`config.mk`:
```
export PLATFORM = sky130hd
export DESIGN_NAME = line_state_detector
export DESIGN_NICKNAME = d
export VERILOG_FILES = /design/src/rtl/lsd_pkg.sv /design/src/rtl/lsd_hist.sv /design/src/rtl/lsd_runcnt.sv /design/src/rtl/lsd_hold.sv /design/src/rtl/line_state_detector.sv
export SDC_FILE = /design/constraint.sdc
export NUM_CORES = 1
export LEC_CHECK = 0
export BUFFER_PORTS_ARGS = -buffer_cell sky130_fd_sc_hd__buf_2
export CAP_MARGIN = 40
export CORE_UTILIZATION = 45
export CTS_BUF_LIST = sky130_fd_sc_hd__clkbuf_8
export DETAILED_ROUTE_END_ITERATION = 8
export GPL_TIMING_DRIVEN = 0
export MAX_ROUTING_LAYER = met4
export SYNTH_ARGS = -nofsm -noshare
export SYNTH_HDL_FRONTEND = slang
export SYNTH_SLANG_ARGS = --single-unit
```
`constraint.sdc`:
```
create_clock -name clk -period 2.4 [get_ports clk]
set_clock_uncertainty 0.2 [all_clocks]
set_input_delay 0.12 -clock clk [delete_from_list [all_inputs] [get_ports clk]]
set_output_delay 0.12 -clock clk [all_outputs]
set_load 0.01 [all_outputs]
```
`src/rtl/lsd_pkg.sv`:
```
package lsd_pkg;

    localparam int HIST_W  = 8;
    localparam int NUM_CLS = 5;

    typedef enum logic [2:0] {
        LC_NONE = 3'd0,
        LC_ZERO = 3'd1,
        LC_ONE  = 3'd2,
        LC_ALT  = 3'd3,
        LC_PAIR = 3'd4,
        LC_QUAD = 3'd5
    } line_cls_e;

    typedef struct packed {
        line_cls_e cls;
        logic      ctl;
        logic      valid;
    } lsd_report_t;

    localparam logic [HIST_W-1:0] PAT_ALT  = 8'b0101_0101;
    localparam logic [HIST_W-1:0] PAT_PAIR = 8'b0011_0011;
    localparam logic [HIST_W-1:0] PAT_QUAD = 8'b0000_1111;

    function automatic logic [HIST_W-1:0] rot_left(input logic [HIST_W-1:0] v);
        return {v[HIST_W-2:0], v[HIST_W-1]};
    endfunction

    // True when h equals any rotation of pat (phase-free match)
    function automatic logic any_rotation(input logic [HIST_W-1:0] h,
                                          input logic [HIST_W-1:0] pat);
        logic [HIST_W-1:0] r;
        logic              hit;
        r   = pat;
        hit = 1'b0;
        for (int k = 0; k < HIST_W; k++) begin
            if (h == r) hit = 1'b1;
            r = rot_left(r);
        end
        return hit;
    endfunction

    // Run length needed per class index (index i <-> class code i+1)
    function automatic int run_limit(input int idx, input int steady_len, input int periodic_len);
        return (idx < 2) ? steady_len : periodic_len;
    endfunction

endpackage

```
`src/rtl/lsd_hist.sv`:
```
module lsd_hist
    import lsd_pkg::*;
(
    input  logic               clk,
    input  logic               rst,
    input  logic               bit_en,
    input  logic               rx_bit,
    input  logic               ctl_in,
    output logic [NUM_CLS-1:0] match_o,
    output logic               ctl_chg_o
);

    logic [HIST_W-1:0] hist_q;
    logic [HIST_W-1:0] hist_nx;
    logic              ctl_prev_q;

    // the comparison includes the current sample
    assign hist_nx = {hist_q[HIST_W-2:0], rx_bit};

    always_ff @(posedge clk) begin
        if (rst) begin
            hist_q     <= '0;
            ctl_prev_q <= 1'b0;
        end else if (bit_en) begin
            hist_q     <= hist_nx;
            ctl_prev_q <= ctl_in;
        end
    end

    always_comb begin
        match_o[0] = ~rx_bit;
        match_o[1] =  rx_bit;
        match_o[2] = any_rotation(hist_nx, PAT_ALT);
        match_o[3] = any_rotation(hist_nx, PAT_PAIR);
        match_o[4] = any_rotation(hist_nx, PAT_QUAD);
    end

    assign ctl_chg_o = bit_en && (ctl_in != ctl_prev_q);

    // without a strobe the recorded level is frozen
    AST_PREV_CTL_FROZEN: assert property (@(posedge clk) disable iff (rst)
        !bit_en |=> $stable(ctl_prev_q)) else $error("AST_PREV_CTL_FROZEN");

    // the periodic matches are mutually exclusive
    AST_PERIODIC_EXCLUSIVE: assert property (@(posedge clk) disable iff (rst)
        $onehot0(match_o[4:2])) else $error("AST_PERIODIC_EXCLUSIVE");

endmodule

```
`src/rtl/lsd_runcnt.sv`:
```
module lsd_runcnt #(
    parameter int LIMIT = 16
) (
    input  logic clk,
    input  logic rst,
    input  logic en,
    input  logic restart,
    input  logic match,
    output logic hit
);

    localparam int CW = $clog2(LIMIT + 1);

    logic [CW-1:0] cnt_q;

    assign hit = en && !restart && match && (cnt_q == CW'(LIMIT - 1));

    always_ff @(posedge clk) begin
        if (rst) begin
            cnt_q <= '0;
        end else if (en) begin
            if (restart || !match)
                cnt_q <= '0;
            else if (cnt_q != CW'(LIMIT))
                cnt_q <= cnt_q + CW'(1);
        end
    end

    // a run qualifies once, then saturates
    AST_HIT_ONCE: assert property (@(posedge clk) disable iff (rst)
        hit |=> !hit) else $error("AST_HIT_ONCE");

    // a control change cannot be followed by an immediate qualification
    AST_RESTART_NO_HIT: assert property (@(posedge clk) disable iff (rst)
        (en && restart) |=> !hit) else $error("AST_RESTART_NO_HIT");

endmodule

```
`src/rtl/lsd_hold.sv`:
```
module lsd_hold
    import lsd_pkg::*;
#(
    parameter int REL_LEN = 24
) (
    input  logic               clk,
    input  logic               rst,
    input  logic               bit_en,
    input  logic               ctl_in,
    input  logic [NUM_CLS-1:0] hit_vec,
    input  logic [NUM_CLS-1:0] match_vec,
    output lsd_report_t        rep_o,
    output logic               chg_o
);

    localparam int MW = $clog2(REL_LEN + 1);

    lsd_report_t   rep_q;
    logic          chg_q;
    logic [MW-1:0] miss_q;
    logic          any_hit;
    line_cls_e     hit_cls;
    logic          held_match;
    logic          miss_now;
    logic          differs;

    always_comb begin
        any_hit = 1'b0;
        hit_cls = LC_NONE;
        for (int i = NUM_CLS - 1; i >= 0; i--) begin
            if (hit_vec[i]) begin
                any_hit = 1'b1;
                hit_cls = line_cls_e'(i + 1);
            end
        end
    end

    always_comb begin
        held_match = 1'b0;
        for (int i = 0; i < NUM_CLS; i++) begin
            if (rep_q.cls == line_cls_e'(i + 1)) held_match = match_vec[i];
        end
    end

    assign miss_now = rep_q.valid && (!held_match || (ctl_in != rep_q.ctl));
    assign differs  = !rep_q.valid || (hit_cls != rep_q.cls) || (ctl_in != rep_q.ctl);

    always_ff @(posedge clk) begin
        if (rst) begin
            rep_q  <= '{cls: LC_NONE, ctl: 1'b0, valid: 1'b0};
            chg_q  <= 1'b0;
            miss_q <= '0;
        end else begin
            chg_q <= 1'b0;
            if (bit_en) begin
                if (any_hit) begin                              // priority
                    miss_q <= '0;
                    if (differs) begin
                        rep_q <= '{cls: hit_cls, ctl: ctl_in, valid: 1'b1};
                        chg_q <= 1'b1;
                    end
                end else if (miss_now) begin
                    if (miss_q == MW'(REL_LEN)) begin
                        rep_q  <= '{cls: LC_NONE, ctl: 1'b0, valid: 1'b0};
                        chg_q  <= 1'b1;
                        miss_q <= '0;
                    end else begin
                        miss_q <= miss_q + MW'(1);
                    end
                end else begin
                    miss_q <= '0;
                end
            end
        end
    end

    assign rep_o = rep_q;
    assign chg_o = chg_q;

    AST_CHG_NEEDS_STROBE: assert property (@(posedge clk) disable iff (rst)
        !bit_en |=> !chg_q) else $error("AST_CHG_NEEDS_STROBE");

    AST_QUIET_HOLD: assert property (@(posedge clk) disable iff (rst)
        !bit_en |=> $stable(rep_q)) else $error("AST_QUIET_HOLD");

    AST_RELEASE_NONE: assert property (@(posedge clk) disable iff (rst)
        $fell(rep_q.valid) |-> (rep_q.cls == LC_NONE) && chg_q)
        else $error("AST_RELEASE_NONE");

endmodule

```
`src/rtl/line_state_detector.sv`:
```
module line_state_detector
    import lsd_pkg::*;
#(
    parameter int STEADY_LEN   = 16,
    parameter int PERIODIC_LEN = 24,
    parameter int REL_LEN      = 24
) (
    input  logic       clk,
    input  logic       rst,
    input  logic       bit_en,
    input  logic       rx_bit,
    input  logic       ctl_in,
    output logic [2:0] cls_o,
    output logic       ctl_o,
    output logic       valid_o,
    output logic       chg_o
);

    logic [NUM_CLS-1:0] match_vec;
    logic [NUM_CLS-1:0] hit_vec;
    logic               ctl_chg;
    lsd_report_t        rep;

    lsd_hist u_hist (
        .clk       (clk),
        .rst       (rst),
        .bit_en    (bit_en),
        .rx_bit    (rx_bit),
        .ctl_in    (ctl_in),
        .match_o   (match_vec),
        .ctl_chg_o (ctl_chg)
    );

    // one run counter per class, steady or periodic limit
    for (genvar g = 0; g < NUM_CLS; g++) begin : g_run
        lsd_runcnt #(
            .LIMIT (run_limit(g, STEADY_LEN, PERIODIC_LEN))
        ) u_run (
            .clk     (clk),
            .rst     (rst),
            .en      (bit_en),
            .restart (ctl_chg),
            .match   (match_vec[g]),
            .hit     (hit_vec[g])
        );
    end

    lsd_hold #(
        .REL_LEN (REL_LEN)
    ) u_hold (
        .clk       (clk),
        .rst       (rst),
        .bit_en    (bit_en),
        .ctl_in    (ctl_in),
        .hit_vec   (hit_vec),
        .match_vec (match_vec),
        .rep_o     (rep),
        .chg_o     (chg_o)
    );

    assign cls_o   = rep.cls;
    assign ctl_o   = rep.ctl;
    assign valid_o = rep.valid;

    AST_QUAL_FROM_HIT: assert property (@(posedge clk) disable iff (rst)
        (chg_o && valid_o) |-> $past(|hit_vec)) else $error("AST_QUAL_FROM_HIT");

    AST_ONE_HIT: assert property (@(posedge clk) disable iff (rst)
        $onehot0(hit_vec)) else $error("AST_ONE_HIT");

    AST_CLS_LEGAL: assert property (@(posedge clk) disable iff (rst)
        valid_o |-> (cls_o != 3'd0) && (cls_o <= 3'd5)) else $error("AST_CLS_LEGAL");

endmodule

```
; ---- Word level (Yosys, flattened, before mapping)
; Index checks and enable logic that the tools add are counted.
[op_classes]
n_reduce_logical = 42
n_eq_ne = 34
bitwise = 2
n_addsub = 6
mux = 50
[ops]
columns = op, count
row1 = $mux 5, 17
row2 = $eq 8x8->1 const B, 7
row3 = $add 5x1->5 const B, 6
row4 = $mux 1, 28
row5 = $ne 5x5->1 const B, 5
row6 = $eq 8x7->1 const B, 3
row7 = $eq 5x5->1 const B, 4
row8 = $eq 8x6->1 const B, 2
row9 = $mux 3, 5
row10 = $reduce_bool 2->1, 7
row11 = $logic_and 1x1->1, 13
row12 = $eq 5x4->1 const B, 2
row13 = $reduce_and 2->1, 5
row14 = $eq 8x4->1 const B, 1
row15 = $eq 8x5->1 const B, 1
row16 = $logic_or 1x1->1, 8
row17 = $logic_not 1->1, 7
row18 = $eq 3x2->1 const B, 2
row19 = $eq 3x3->1 const B, 2
row20 = $reduce_and 4->1, 1
row21 = $eq 3x1->1 const B, 1
row22 = $ne 3x3->1, 1
row23 = $ne 1x1->1, 2
row24 = $ne 2x2->1 const B, 1
row25 = 2 further kinds, 3
[totals]
inputBits = 5
register_bits = 44
elab_cells = 146
output_inout_bits = 6

; ---- Longest topological paths before layout
[depth]
depth_word = 21
ltp_mapped = 10
depth_no_buf = 10

; ---- Modules after synthesis
; Synthesis repeated with hierarchy kept, for this count alone.
[unflattened]
hier_cells = 332
hier_area_um2 = 2885.3
[modules_own_cells]
columns = mod, seq_area_each_um2, area_per_inst_um2, instances, cells_each
row1 = lsd_runcnt at g_run[2].u_run ..., 100.1, 317.8, 3, 37
row2 = lsd_hold, 220.2, 732.0, 1, 78
row3 = lsd_runcnt at g_run[0].u_run ..., 100.1, 329.1, 2, 39
row4 = lsd_hist, 160.2, 541.8, 1, 65

; ---- Least setup slack after synthesis
; Ideal clock, no wire load.
[synth_timing]
path_kind = flip-flop to flip-flop
from = reg g_run[0].u_run.cnt_q[0]
to = reg u_hold.chg_q (netlist: u_hold.chg_o)
arrival_ps = 2232
period_less_slack_ps = 2547
setup_ps = 115
stages_incl_launch_ff = 11
path_buffers = 0
t_required_ps = 2085
setup_slack_ps = -147
cell_sequence = dfxtp_1 > ha_1 > and3_1 > ha_1 > nand2_1 > or3_4 > and2_4 > a31o_1 > nor4b_4 > a32oi_2 > and2_1
[synth_between]
elab_chain_len = 8
elab_cells_between_ends = 9
cone_classes = 2 x eq/ne / 4 x mux / 3 x reduce/logical
[synth_rtl]
columns = item, line
row1 = from (decl), lsd_runcnt.sv:14  ; logic [CW-1:0] cnt_q;
row2 = from (signal assigned), lsd_runcnt.sv:25  ; cnt_q <= cnt_q + CW'(1);
row3 = $eq 5x4->1 *, lsd_runcnt.sv:16  ; assign hit = en && !restart && match && (cnt_q == CW'(LIMIT - 1));
row4 = $logic_and 1x1->1 *, lsd_runcnt.sv:16
row5 = $mux 3, lsd_hold.sv:31  ; if (hit_vec[i]) begin
row6 = $ne 3x3->1, lsd_hold.sv:46  ; assign differs = !rep_q.valid || (hit_cls != rep_q.cls) || (ctl_in != rep_q.ctl);
row7 = $logic_or 1x1->1 (2 in series), lsd_hold.sv:46
row8 = $mux 1, lsd_hold.sv:58  ; if (differs) begin
row9 = $mux 1 *, lsd_hold.sv:56  ; if (any_hit) begin
row10 = to (signal assigned), lsd_hold.sv:51  ; chg_q <= 1'b0;
row11 = to (signal assigned), lsd_hold.sv:54  ; chg_q <= 1'b0;
row12 = to (signal assigned), lsd_hold.sv:60  ; chg_q <= 1'b1;
row13 = to (decl), lsd_hold.sv:19  ; logic chg_q;
; Every way passes the cells marked *; elsewhere a longest branch is shown, timed or not.
; A chain may end at the register's enable or synchronous reset.

; ---- Final worst setup path
[layout_timing]
from = reg g_run[0].u_run.cnt_q[1]
to = reg u_hold.rep_q (netlist bit u_hold.rep_o[1])
[layout_between]
elab_chain_len = 8
elab_cells_between_ends = 12
cone_classes = 3 x eq/ne / 3 x mux / 6 x reduce/logical
[layout_rtl]
columns = item, line
row1 = $eq 5x4->1 *, lsd_runcnt.sv:16
row2 = $logic_and 1x1->1 *, lsd_runcnt.sv:16
row3 = $mux 3, lsd_hold.sv:31
row4 = $ne 3x3->1, lsd_hold.sv:46
row5 = $logic_or 1x1->1 (2 in series), lsd_hold.sv:46
row6 = $ne 2x2->1 (no source line), --
row7 = $reduce_and 4->1 (no source line), --
row8 = to (signal assigned), lsd_hold.sv:50  ; rep_q <= '{cls: LC_NONE, ctl: 1'b0, valid: 1'b0};
row9 = to (signal assigned), lsd_hold.sv:59  ; rep_q <= '{cls: hit_cls, ctl: ctl_in, valid: 1'b1};
row10 = to (signal assigned), lsd_hold.sv:64  ; rep_q <= '{cls: LC_NONE, ctl: 1'b0, valid: 1'b0};
row11 = to (decl), lsd_hold.sv:18  ; lsd_report_t rep_q;
; Marked as above.

==> summary.md <==
| Metric | Value |
|---|---|
| WP buf/inv | `0` |
| CP peak stage delay | `0.37 ns` |
| Number of iterations in the first detailed-routing pass | `4` |
| Startpoint types | `flip-flop` |
| Via count | `2523` |
| Nets | `375` |
| Root buffer cell | `clkbuf_8` |
| Syn nets | `349` |
| Gr usage total | `22.81%` |
| Failing checks | `setup timing` |
| Drt first-iter violations | `207` |
| CP max FO | `3` |
| CTS tree | `done` |
| Layout cells sized above 1 | `18.77%` |
| Unique masters post-synth | `64` |
| Vias per inst | `5.840` |
| CP arrival | `2.60 ns` |
| Clock Latency Late Sink | `0.31 ns` |
| Critical Path RT | `2.40 ns` |
| Fin util | `54.46%` |
| Setup Crit Path Kind | `flip-flop to flip-flop` |
| Maximum vdd drop | `0.0002480 V` |
| Final wirelength | `6983 µm` |
| Max stage delay cell, worst path | `dfxtp_4` |
| Final Setup Violations | `12` |
| HP Class | `input port to flip-flop` |
| EDFF count, synth | `0` |
| Setup WS pre-CTS | `-0.2353 ns` |
| CTS Buffer Depth | `2` |
| Mapped Cells | `330` |
| Antenna fix cells | `0` |
| Pint | `977.7 µW` |
| FF+latch count, synth | `44` |
| Initial Util | `46.51%` |
| Setup crit end kind | `flip-flop` |
| HPWL after detailed placement | `4570 µm` |
| Final hold slack | `0.08858 ns` |
| Switching Fraction | `27.22%` |
| Most frequent cells after synthesis | `dfxtp_1, nor2_1, nand2_1` |
| Initial antenna violation count | `0` |
| Total grt overflow | `0` |
| Logic pwr share | `8.7%` |
| Cell Chain, Critical Path | `ha_4 -> and3_4 -> ha_4 -> nand2_2 -> or3_4 -> and2_4 -> a31o_1 -> nor4b_4 -> a311o_1 -> o22ai_1` |
| # rows | `28` |
| Die area | `6399 µm²` |
| Most used cell, CP | `ha_4` |
| Fin. max-slew vios | `0` |
| First-pass GRT wire length | `10970 µm` |
| Asr flop ratio synth | `0%` |
| Core ar. | `5886 µm²` |
| Largest area contributor in the netlist | `dfxtp_1` |
| Overall power | `1.343 mW` |
| Relative slew slack | `49.03%` |
| Clock period minus final worst setup slack | `2.604 ns` |
| Multi-input gate area | `1834 µm²` |
| Die Wd | `80.00 µm` |
| Post-route ant nets | `0` |
| Hold Violations, Final | `0` |
| Reg clk slew, reported paths | `0.09 ns` |
| Sw Pwr | `365.6 µW` |
| PortBufs | `8` |
| Flip-flop and latch area | `898.4 µm²` |
| Mapped Area | `2738 µm²` |
| Die Y | `80.00 µm` |
| Placed insts | `413` |
| Fmax | `384.0 MHz` |
| Fill cells | `573` |
| Filler-free cell count of the finished design | `432` |
| Layout area overhead | `17.09%` |
| Wire per inst | `16.16 µm` |
| Power share of the clock group | `35.7%` |
| Final Wtd Congestion | `0.8591` |
| RSZ-0062 raised after global routing | `yes` |
| Largest cells by area after synthesis | `dfxtp_1, ha_1, nor2_1` |
| Top-count cell post-synth | `dfxtp_1` |
| Final Cycle Share | `108.5%` |
| Sink Count | `44` |
| CTS Buf Count | `5` |
| Drt drc | `0` |
| Leakage power | `1.190 nW` |
| H-tree Lvls | `2` |
| Synth top area share | `32.18%` |
| Least-Margin Pin Slew | `0.7563 ns` |
| Largest net degree at the start of global routing | `15` |
| Final Instance Area | `3206 µm²` |
| Pwr per Cell Area | `419.1 nW/µm²` |
| Setup TNS | `-1.422 ns` |
| Status | `finished, violations left` |
| Synth Flop Type | `dfxtp_1` |
| I/O pins | `11` |
| Yosys warns | `0` |
| Flop pwr share | `55.6%` |
| CP delay by family, top | `simple AND/OR/NAND/NOR gates` |
| Vias in the first global route | `2305` |
| Syn avg cell area | `8.296 µm²` |
| Register area share after synthesis | `32.18%` |
| Max Cap Violations | `0` |
| Placed Area | `2889 µm²` |
| Setup ws final | `-0.2040 ns` |
==> logic make-up (layout without fill, tap and decap cells) <==
| group | Yosys count | count (layout) | share of synthesized area, % |
|---|---|---|---|
| simple gates | 146 | 146 | 30.39 |
| compound gates | 64 | 64 | 15.95 |
| flops | 44 | 44 | 32.18 |
| buf+inv | 35 | 62 | 5.576 |
| xor+xnor | 15 | 15 | 5.073 |
| fa+ha+maj | 14 | 14 | 6.399 |
| mux | 12 | 12 | 4.433 |
==> path summary, 6_finish.rpt <==
path,cells past startpoint,end,from,slack (ns)
worst max-delay path,10,u_hold.rep_o[1]$_SDFFE_PP0P_,g_run[0].u_run.cnt_q[1]$_SDFFE_PP0P_,-0.20
worst min-delay path,4,u_hold.miss_q[0]$_SDFFE_PP0P_,bit_en,0.09
worst max register to register,10,u_hold.rep_o[1]$_SDFFE_PP0P_,g_run[0].u_run.cnt_q[1]$_SDFFE_PP0P_,-0.20
worst min register to register,2,u_hold.rep_o[0]$_SDFFE_PP0P_,u_hold.rep_o[0]$_SDFFE_PP0P_,0.28
==> worst min-delay path: stages <==
cell	delay (ns)
buf_2	0.15
inv_1	0.15
nand2_1	0.09
a21oi_1	0.05
==> power groups by stage <==
stage	Clock [mW]	Combinational, mW	Sequential, mW
2_1_floorplan	0	0.0777	0.762
3_3_place_gp	0	0.107	0.764
3_5_place_dp	0	0.108	0.764
4_1_cts	0.484	0.116	0.745
5_1_grt	0.521	0.129	0.749
6_report	0.480	0.116	0.747
==> registers in the layout, indices dropped and copies added (netlist names) <==
| register | cells |
|---|---|
| g_run.u_run.cnt_q | 25 |
| u_hist.ctl_prev_q | 1 |
| u_hist.hist_q | 7 |
| u_hold.chg_o | 1 |
| u_hold.miss_q | 5 |
| u_hold.rep_o | 5 |
==> per-layer routing <==
layer  share of wire [%]  track usage (%)  wire, µm  vias to the layer above
met4                 2.1            8.036       148                        0
met3                 4.3            4.000       303                       13
met2                  48            36.32      3325                       63
li1                    -                -         -                     1246
met5                   0                -         0                        -
met1                  46            29.02      3205                     1201
==> placed cells by master (no fill, tap or decap), drive strengths merged, types with 3 or more instances in the layout <==
master	n
inv	22
o22a	3
ha	14
nand3	14
dfxtp	44
and4bb	3
buf	24
nor2b	7
mux2i	11
nand4	7
and2	4
nor4b	6
clkbuf	10
nor2	34
a21oi	22
nand4b	7
or3	5
xor2	9
xnor2	6
clkinv	4
nand2	34
o21ai	12
nor4	6
a22oi	4
and3	6
o211ai	3
==> cell type report <==
class                   instances  share of cell area [%]
multi-input cells             251                   57.22
clock inverters                 3                  0.5855
well taps                      75                   2.927
clock buffers                   5                   2.147
plain buffers                  10                   1.561
repair buffers                 21                   4.840
flip-flops and latches         44                   28.03
inverters                      23                   2.693
==> timing repair <==
item                                    CTS  global route
endpoints found under the hold margin     3             0
buffers inserted                          7             4
resized for setup                        14            16
pin swaps                                 8             9
endpoints found under the setup margin   12            25
hold buffers                              2             0
Note: power is estimated with default switching activity, not from simulation.
